==> src/rtl/seqapp_pkg.sv <==
package seqapp_pkg;

    typedef enum logic [1:0] {
        RSP_OK      = 2'd0,
        RSP_MISS    = 2'd1,
        RSP_NOSPACE = 2'd2
    } rsp_e;

    typedef enum logic [1:0] {
        ST_IDLE  = 2'd0,
        ST_WRITE = 2'd1,
        ST_SCAN  = 2'd2
    } state_e;

endpackage

==> src/rtl/seqapp_meta_mem.sv <==
// Per-physical-sector record: stored virtual offset plus data.
module seqapp_meta_mem #(
    parameter int NUM_PU     = 8,
    parameter int SEC_PER_PU = 4,
    parameter int DATA_W     = 8
) (
    input  logic                              clk,
    input  logic                              we,
    input  logic [$clog2(NUM_PU)+$clog2(SEC_PER_PU)-1:0] waddr,
    input  logic [$clog2(SEC_PER_PU)-1:0]     woff,
    input  logic [DATA_W-1:0]                 wdat,
    input  logic [$clog2(NUM_PU)+$clog2(SEC_PER_PU)-1:0] raddr,
    output logic [$clog2(SEC_PER_PU)-1:0]     roff,
    output logic [DATA_W-1:0]                 rdat
);
    localparam int SEC_W = $clog2(SEC_PER_PU);
    localparam int DEPTH = NUM_PU * SEC_PER_PU;

    logic [SEC_W-1:0]  off_mem [DEPTH];
    logic [DATA_W-1:0] dat_mem [DEPTH];

    always_ff @(posedge clk) begin
        if (we) begin
            off_mem[waddr] <= woff;
            dat_mem[waddr] <= wdat;
        end
    end

    assign roff = off_mem[raddr];
    assign rdat = dat_mem[raddr];

    AST_WADDR_KNOWN: assert property (@(posedge clk) we |-> !$isunknown(waddr));

endmodule

==> src/rtl/seqapp_vu_table.sv <==
// Per-virtual-unit chain of physical units, chain length and append pointer.
module seqapp_vu_table #(
    parameter int NUM_VU     = 4,
    parameter int NUM_PU     = 8,
    parameter int SEC_PER_PU = 4,
    parameter int MAX_CHAIN  = 2
) (
    input  logic                               clk,
    input  logic                               rst_n,
    input  logic [$clog2(NUM_VU)-1:0]          sel_vu,
    input  logic [$clog2(MAX_CHAIN)-1:0]       pos,
    input  logic                               upd_en,
    input  logic                               upd_link,
    input  logic [$clog2(NUM_PU)-1:0]          new_pu,
    output logic [$clog2(MAX_CHAIN+1)-1:0]     len_o,
    output logic [$clog2(SEC_PER_PU)-1:0]      ptr_o,
    output logic [$clog2(NUM_PU)-1:0]          pu_o
);
    localparam int PU_W  = $clog2(NUM_PU);
    localparam int SEC_W = $clog2(SEC_PER_PU);
    localparam int LEN_W = $clog2(MAX_CHAIN + 1);
    localparam int CH_W  = $clog2(MAX_CHAIN);

    logic [LEN_W-1:0] len_q   [NUM_VU];
    logic [SEC_W-1:0] ptr_q   [NUM_VU];
    logic [PU_W-1:0]  chain_q [NUM_VU][MAX_CHAIN];

    always_ff @(posedge clk) begin
        if (!rst_n) begin
            for (int v = 0; v < NUM_VU; v++) begin
                len_q[v] <= '0;
                ptr_q[v] <= '0;
                for (int c = 0; c < MAX_CHAIN; c++) chain_q[v][c] <= '0;
            end
        end else if (upd_en) begin
            ptr_q[sel_vu] <= ptr_q[sel_vu] + 1'b1;
            if (upd_link) begin
                chain_q[sel_vu][len_q[sel_vu][CH_W-1:0]] <= new_pu;
                len_q[sel_vu] <= len_q[sel_vu] + 1'b1;
            end
        end
    end

    assign len_o = len_q[sel_vu];
    assign ptr_o = ptr_q[sel_vu];
    assign pu_o  = chain_q[sel_vu][pos];

    AST_LINK_BELOW_MAX: assert property (@(posedge clk) disable iff (!rst_n)
        upd_link |-> (len_o < LEN_W'(MAX_CHAIN)));
    AST_LINK_AT_SECTOR0: assert property (@(posedge clk) disable iff (!rst_n)
        (upd_en && upd_link) |-> (ptr_o == '0));
    AST_LINK_NEEDS_EN: assert property (@(posedge clk) disable iff (!rst_n)
        upd_link |-> upd_en);

endmodule

==> src/rtl/seqapp_xlate.sv <==
module seqapp_xlate #(
    parameter int NUM_VU     = 4,
    parameter int NUM_PU     = 8,
    parameter int SEC_PER_PU = 4,   // power of two
    parameter int MAX_CHAIN  = 2,   // power of two, at least 2
    parameter int DATA_W     = 8
) (
    input  logic                          clk,
    input  logic                          rst_n,
    input  logic                          req_valid,
    input  logic                          req_write,
    input  logic [$clog2(NUM_VU)-1:0]     req_vu,
    input  logic [$clog2(SEC_PER_PU)-1:0] req_off,
    input  logic [DATA_W-1:0]             req_wdata,
    output logic                          ready,
    input  logic                          alloc_valid,
    input  logic [$clog2(NUM_PU)-1:0]     alloc_unit,
    output logic                          alloc_take,
    output logic                          rsp_valid,
    output logic [1:0]                    rsp_status,
    output logic [$clog2(NUM_PU)-1:0]     rsp_pu,
    output logic [$clog2(SEC_PER_PU)-1:0] rsp_sec,
    output logic [DATA_W-1:0]             rsp_rdata
);
    import seqapp_pkg::*;

    localparam int VU_W  = $clog2(NUM_VU);
    localparam int PU_W  = $clog2(NUM_PU);
    localparam int SEC_W = $clog2(SEC_PER_PU);
    localparam int LEN_W = $clog2(MAX_CHAIN + 1);
    localparam int CH_W  = $clog2(MAX_CHAIN);
    localparam int IDX_W = CH_W + SEC_W;
    localparam int CNT_W = $clog2(MAX_CHAIN * SEC_PER_PU + 1);

    state_e state_q, state_d;

    logic              wr_q;
    logic [VU_W-1:0]   vu_q;
    logic [SEC_W-1:0]  off_q;
    logic [DATA_W-1:0] wdat_q;
    logic [IDX_W-1:0]  idx_q;
    logic              empty_q;

    logic [VU_W-1:0]   sel_vu;
    logic [CH_W-1:0]   pos;
    logic [LEN_W-1:0]  len_sel;
    logic [SEC_W-1:0]  ptr_sel;
    logic [PU_W-1:0]   pu_at_pos;
    logic [CNT_W-1:0]  fill_cnt;
    logic              need_new, can_write, upd_en, upd_link, mem_we;
    logic [PU_W-1:0]   w_pu;
    logic [SEC_W-1:0]  mem_off;
    logic [DATA_W-1:0] mem_dat;
    logic              match, scan_last;

    assign sel_vu = (state_q == ST_IDLE) ? req_vu : vu_q;
    assign pos    = (state_q == ST_SCAN) ? idx_q[IDX_W-1:SEC_W]
                                         : CH_W'(len_sel - 1'b1);

    seqapp_vu_table #(
        .NUM_VU(NUM_VU), .NUM_PU(NUM_PU),
        .SEC_PER_PU(SEC_PER_PU), .MAX_CHAIN(MAX_CHAIN)
    ) u_table (
        .clk(clk), .rst_n(rst_n), .sel_vu(sel_vu), .pos(pos),
        .upd_en(upd_en), .upd_link(upd_link), .new_pu(alloc_unit),
        .len_o(len_sel), .ptr_o(ptr_sel), .pu_o(pu_at_pos)
    );

    // Sectors already written in the selected chain.
    always_comb begin
        if (len_sel == '0)
            fill_cnt = '0;
        else if (ptr_sel == '0)
            fill_cnt = CNT_W'(len_sel) << SEC_W;
        else
            fill_cnt = (CNT_W'(len_sel - 1'b1) << SEC_W) | CNT_W'(ptr_sel);
    end

    assign need_new  = (ptr_sel == '0);
    assign can_write = need_new ? (alloc_valid && (len_sel < LEN_W'(MAX_CHAIN))) : 1'b1;
    assign upd_en    = (state_q == ST_WRITE) && can_write;
    assign upd_link  = upd_en && need_new;
    assign mem_we    = upd_en;
    assign w_pu      = need_new ? alloc_unit : pu_at_pos;

    seqapp_meta_mem #(
        .NUM_PU(NUM_PU), .SEC_PER_PU(SEC_PER_PU), .DATA_W(DATA_W)
    ) u_mem (
        .clk(clk), .we(mem_we), .waddr({w_pu, ptr_sel}),
        .woff(off_q), .wdat(wdat_q),
        .raddr({pu_at_pos, idx_q[SEC_W-1:0]}),
        .roff(mem_off), .rdat(mem_dat)
    );

    assign match     = !empty_q && (mem_off == off_q);
    assign scan_last = empty_q || match || (idx_q == '0);

    // State register
    always_ff @(posedge clk) begin
        if (!rst_n) state_q <= ST_IDLE;
        else        state_q <= state_d;
    end

    always_comb begin
        state_d = state_q;
        unique case (state_q)
            ST_IDLE:  if (req_valid) state_d = req_write ? ST_WRITE : ST_SCAN;
            ST_WRITE: state_d = ST_IDLE;
            ST_SCAN:  if (scan_last) state_d = ST_IDLE;
            default:  state_d = ST_IDLE;
        endcase
    end

    assign ready      = (state_q == ST_IDLE);
    assign alloc_take = upd_link;

    // Outputs and request capture
    always_ff @(posedge clk) begin
        if (!rst_n) begin
            rsp_valid  <= 1'b0;
            rsp_status <= RSP_OK;
            rsp_pu     <= '0;
            rsp_sec    <= '0;
            rsp_rdata  <= '0;
            wr_q       <= 1'b0;
            vu_q       <= '0;
            off_q      <= '0;
            wdat_q     <= '0;
            idx_q      <= '0;
            empty_q    <= 1'b1;
        end else begin
            rsp_valid <= 1'b0;
            unique case (state_q)
                ST_IDLE: if (req_valid) begin
                    wr_q    <= req_write;
                    vu_q    <= req_vu;
                    off_q   <= req_off;
                    wdat_q  <= req_wdata;
                    idx_q   <= IDX_W'(fill_cnt - 1'b1);
                    empty_q <= (fill_cnt == '0);
                end
                ST_WRITE: begin
                    rsp_valid  <= 1'b1;
                    rsp_status <= can_write ? RSP_OK : RSP_NOSPACE;
                    rsp_pu     <= can_write ? w_pu : '0;
                    rsp_sec    <= ptr_sel;
                    rsp_rdata  <= '0;
                end
                ST_SCAN: begin
                    if (scan_last) begin
                        rsp_valid  <= 1'b1;
                        rsp_status <= match ? RSP_OK : RSP_MISS;
                        rsp_pu     <= match ? pu_at_pos : '0;
                        rsp_sec    <= match ? idx_q[SEC_W-1:0] : '0;
                        rsp_rdata  <= match ? mem_dat : '0;
                    end else begin
                        idx_q <= idx_q - 1'b1;
                    end
                end
                default: ;
            endcase
        end
    end

    AST_TAKE_HAS_UNIT: assert property (@(posedge clk) disable iff (!rst_n)
        alloc_take |-> alloc_valid);
    AST_TAKE_THEN_SEC0: assert property (@(posedge clk) disable iff (!rst_n)
        alloc_take |=> (rsp_valid && rsp_status == RSP_OK && rsp_sec == '0
                        && rsp_pu == $past(alloc_unit)));
    AST_RSP_PULSE: assert property (@(posedge clk) disable iff (!rst_n)
        rsp_valid |=> !rsp_valid);
    AST_NOSPACE_NO_TAKE: assert property (@(posedge clk) disable iff (!rst_n)
        (rsp_valid && rsp_status == RSP_NOSPACE) |-> !$past(alloc_take));
    AST_BUSY_NOT_READY: assert property (@(posedge clk) disable iff (!rst_n)
        (ready && req_valid) |=> !ready);

endmodule

==> config.mk <==
export PLATFORM = sky130hd
export DESIGN_NAME = seqapp_xlate
export DESIGN_NICKNAME = d
export VERILOG_FILES = /design/src/rtl/seqapp_pkg.sv /design/src/rtl/seqapp_meta_mem.sv /design/src/rtl/seqapp_vu_table.sv /design/src/rtl/seqapp_xlate.sv
export SDC_FILE = /design/constraint.sdc
export NUM_CORES = 1
export LEC_CHECK = 0
export CORE_UTILIZATION = 50
export DETAILED_ROUTE_END_ITERATION = 8
export MAX_ROUTING_LAYER = met4
export PLACE_DENSITY = 0.8
export SYNTH_ARGS = -nofsm -noshare
export SYNTH_HDL_FRONTEND = slang
export SYNTH_SLANG_ARGS = --single-unit
==> constraint.sdc <==
create_clock -name clk -period 3.9 [get_ports clk]
set_input_delay 0.78 -clock clk [delete_from_list [all_inputs] [get_ports clk]]
set_output_delay 0.78 -clock clk [all_outputs]
set_load 0.02 [all_outputs]
==> flow_metrics.tcl <==
set metrics [dict create \
    drt_iter0_markers 1259 \
    coreArea_um2 32500 \
    swShare_pct 25.9 \
    clockPowerShare_pct 36.4 \
    post_route_cells_drive_above_1_share_pct 28.0 \
    r2r-end "rsp_rdata[2]" \
    highest_layer "met4" \
    grt_max_degree 35 \
    path_clk_slew_ps 60 \
    worstMarginPinSlew_ps 876 \
    die_area_um2 33600 \
    drtAntennaViolNets 0 \
    cp_max_fo 13 \
    cp_top_family "compound AO/OA/AOI/OAI gates" \
    p_per_area_nw_per_um2 510 \
    rsz0062_at_grt "yes" \
    r2r_setup_slack_ps 40 \
    min_delay_worst_endpoint "rsp_rdata[7]" \
    cp.required_ps 4310 \
    cts_root_buf "clkbuf_16" \
    die_y_um 183 \
    drv_slew 0 \
    hold_viol 0 \
    area_delta_synth_final_pct 21.2 \
    place_congestion 0.920 \
    antenna_cells 0 \
    synth.net_count 1049 \
    syn_avg_cell_area_um2 16.1 \
    die_w_um 183 \
    setup_violations 0 \
    start_kind "flop" \
    rows 66 \
    ys_ff_latch 394 \
    maxCapViolations 0 \
    leakagePower_nw 6.67 \
    overflow 0 \
    ys.warnings.count 0 \
    vias_per_cell 6.29 \
    met1_length_mm 15.8 \
    fmax_ghz 0.259 \
    worstReg2RegStart "state_q[1]" \
    mostFrequentLayoutCell "edfxtp_1" \
    grt_pass1_wl_mm 62.1 \
    nets 1208 \
    ctsHoldBuffers 0 \
    timing.final.ws_setup_ps 42.2 \
    drc_errors 0 \
    synthFlopType "edfxtp_1" \
    slew_headroom_pct 41.4 \
    avgRoutedWirePerCell_um 25.2 \
    wl_met3_mm 3.85 \
    cts_sinks 394 \
    insertion_delay_ps 540 \
    p_int_mw 7.53 \
    cts_tree "done" \
    crit_path_end_kind "flop" \
    fill_cells 2247 \
    dp_slack_ps -425 \
    grt_pass1_vias 10200 \
    crit_buf_inv 4 \
    htree_levels 2 \
    wl_mm 41.5 \
    synth_edf_count 360 \
    hold_path.class "reg2reg" \
    ff2ff_path_depth 16 \
    yosysUniqueCellTypes 66 \
    initial_core_util_pct 50.7 \
    critPathKind "reg2reg" \
    final_cell_mix "edfxtp_1 (360), nand2_1 (137), buf_4 (109)" \
    p_sw_mw 2.63 \
    ys_seq_area_share_pct 69.8 \
    cp_cell_sequence "inv_1 > ha_4 > buf_8 > mux2i_4 > buf_12 > mux2_2 > a211oi_1 > o22ai_1 > a311oi_2 > o21ai_1 > o31ai_2 > xnor2_2 > o311ai_4 > nor2b_1 > buf_4 > o2bb2ai_1" \
    finalSetupTns_ps 0 \
    cp.arrival_ps 4270 \
    port_buffers 37 \
    fin_skew_ps 20.2 \
    max-vdd-ir-drop_v 0.000412 \
    hpwl_mm 25.9 \
    cp-startpoint "state_q[1]" \
    layout_min_cycle_time_ps 3860 \
    cts_buffers 39 \
    antenna_found_initial 1 \
    grt_usage_pct 25.9 \
    fin_crit_sh_pct 98.9 \
    ctsLongestPathBuffers 3 \
    pwr-share-comb_pct 16.8 \
    crit_path_max_incr_delay_ps 380 \
    synth_area_um2 16500 \
    io_pins 38 \
    firstDrtPassIters 5 \
    wl_met2_mm 20.6 \
    whs_path_depth 1 \
    synthCells 1020 \
    min_from "rsp_rdata[7]" \
    slowest_stage "mux2_2" \
    via_count 10400 \
    status "finished, final reports clean" \
    synth_async_sr_flop_share_pct 0 \
    seq_power_share_pct 46.8 \
]
-- area by class of cell --
class	count	area (µm²)	area share [%]
flip-flops and latches	394	11500	57.7
multi-input cells	553	4890	24.5
repair buffers	172	1690	8.50
clock buffers	49	1010	5.08
well taps	442	553	2.77
clock inverters	21	221	1.11
inverters	19	71.3	0.358
-- how the worst max path moves through the flow --
stage	slack, ps	depth (start not counted)	endpoint
3_5_place_dp	-430	10	u_mem.dat_mem[24][2]
6_report	40	16	rsp_rdata[2]
4_1_cts	20	12	alloc_take
3_3_place_gp	-340	11	alloc_take
2_1_floorplan	-150	14	alloc_take
5_1_grt	-60	17	rsp_rdata[3]
-- logic make-up (layout without fill, tap and decap cells) --
group,after synthesis,in the layout,synth area share [%]
DFF,394,394,69.8
and+or+nand+nor,304,304,8.49
AOI/OAI and AO/OA,139,139,6.17
muxes,99,99,12.8
buffers and inverters,73,261,1.89
adders and majority gates,9,9,0.684
xor gates and xnor gates,2,2,0.152
-- through the flow --
stage               power (mW)  util [%]  instance area [µm²]  std cells  hold slack (ps)
global route              10.4      61.4                19900       1650              508
global placement          6.41      57.1                18500       1573              479
floorplan                 5.83         -                16600       1020              458
detailed placement        6.45      57.1                18500       1573              478
CTS                       10.1      60.9                19800       1644              492
finish                    10.2      61.4                19900       1650              498
-- worst reg2reg max path: stages, from the launching register on --
cell and delay [ps]:
dfxtp_1 330, inv_1 110, ha_4 200, buf_8 160, mux2i_4 370, buf_12 190, mux2_2 390, a211oi_1 300
o22ai_1 140, a311oi_2 320, o21ai_1 130, o31ai_2 110, xnor2_2 190, o311ai_4 350, nor2b_1 100, buf_4 200
o2bb2ai_1 150
-- power by group through the flow --
stage	registers [mW]	clock network [mW]	logic [mW]
after floorplan	4.84	0	0.989
after global placement	4.85	0	1.56
after detailed placement	4.85	0	1.60
after CTS	4.76	3.72	1.63
after global routing	4.76	3.88	1.80
final	4.76	3.70	1.71
-- layer usage --
layer | global-route usage (%) | up-vias
met1 | 33.7 | 5248
met4 | 8.20 | 0
met3 | 3.94 | 119
met2 | 42.0 | 681
met5 | - | -
li1 | - | 4336
-- timing repair --
action | CTS | global route
pin swaps | 0 | 5
resized for setup | 6 | 26
gates cloned | 0 | 1
setup endpoints to repair | 77 | 236
setup buffers | 1 | 5
endpoints found under the hold margin | 0 | 0
-- registers in the layout, summed over array words and instances (netlist names) --
name / cells
off_q: 2
u_table.len_q: 8
u_mem.off_mem: 64
empty_q: 1
rsp_pu: 3
u_table.chain_q: 24
idx_q: 3
rsp_rdata: 8
vu_q: 2
rsp_valid: 1
rsp_status: 2
u_table.ptr_q: 8
rsp_sec: 2
wdat_q: 8
u_mem.dat_mem: 256
state_q: 2
-- synth_stat cells (6+ instances only) --
library cell  count  area [µm²]
ha_1              9         113
dfxtp_1          34         681
nand2_1         142         533
a311oi_1          9        78.8
nand4_1           6        37.5
mux4_2           86        1940
buf_1            11        41.3
nor3_1           11        55.1
nor2_1           58         218
edfxtp_1        360       10800
nor2b_1           6        37.5
a21boi_0         11        82.6
a31oi_1          15        93.8
and2_1           21         131
nand2b_1          9        56.3
buf_2             6        30.0
a21oi_1          13        65.1
and3_1            9        56.3
o2bb2ai_1        10        87.6
o21ai_0          22         110
nor3b_1           6        45.0
o21ai_1           9        45.0
nand3_1          22         110
clkbuf_1         33         124
a211oi_1          9        67.6
inv_1            18        67.6
Note: power is estimated with default switching activity, not from simulation.
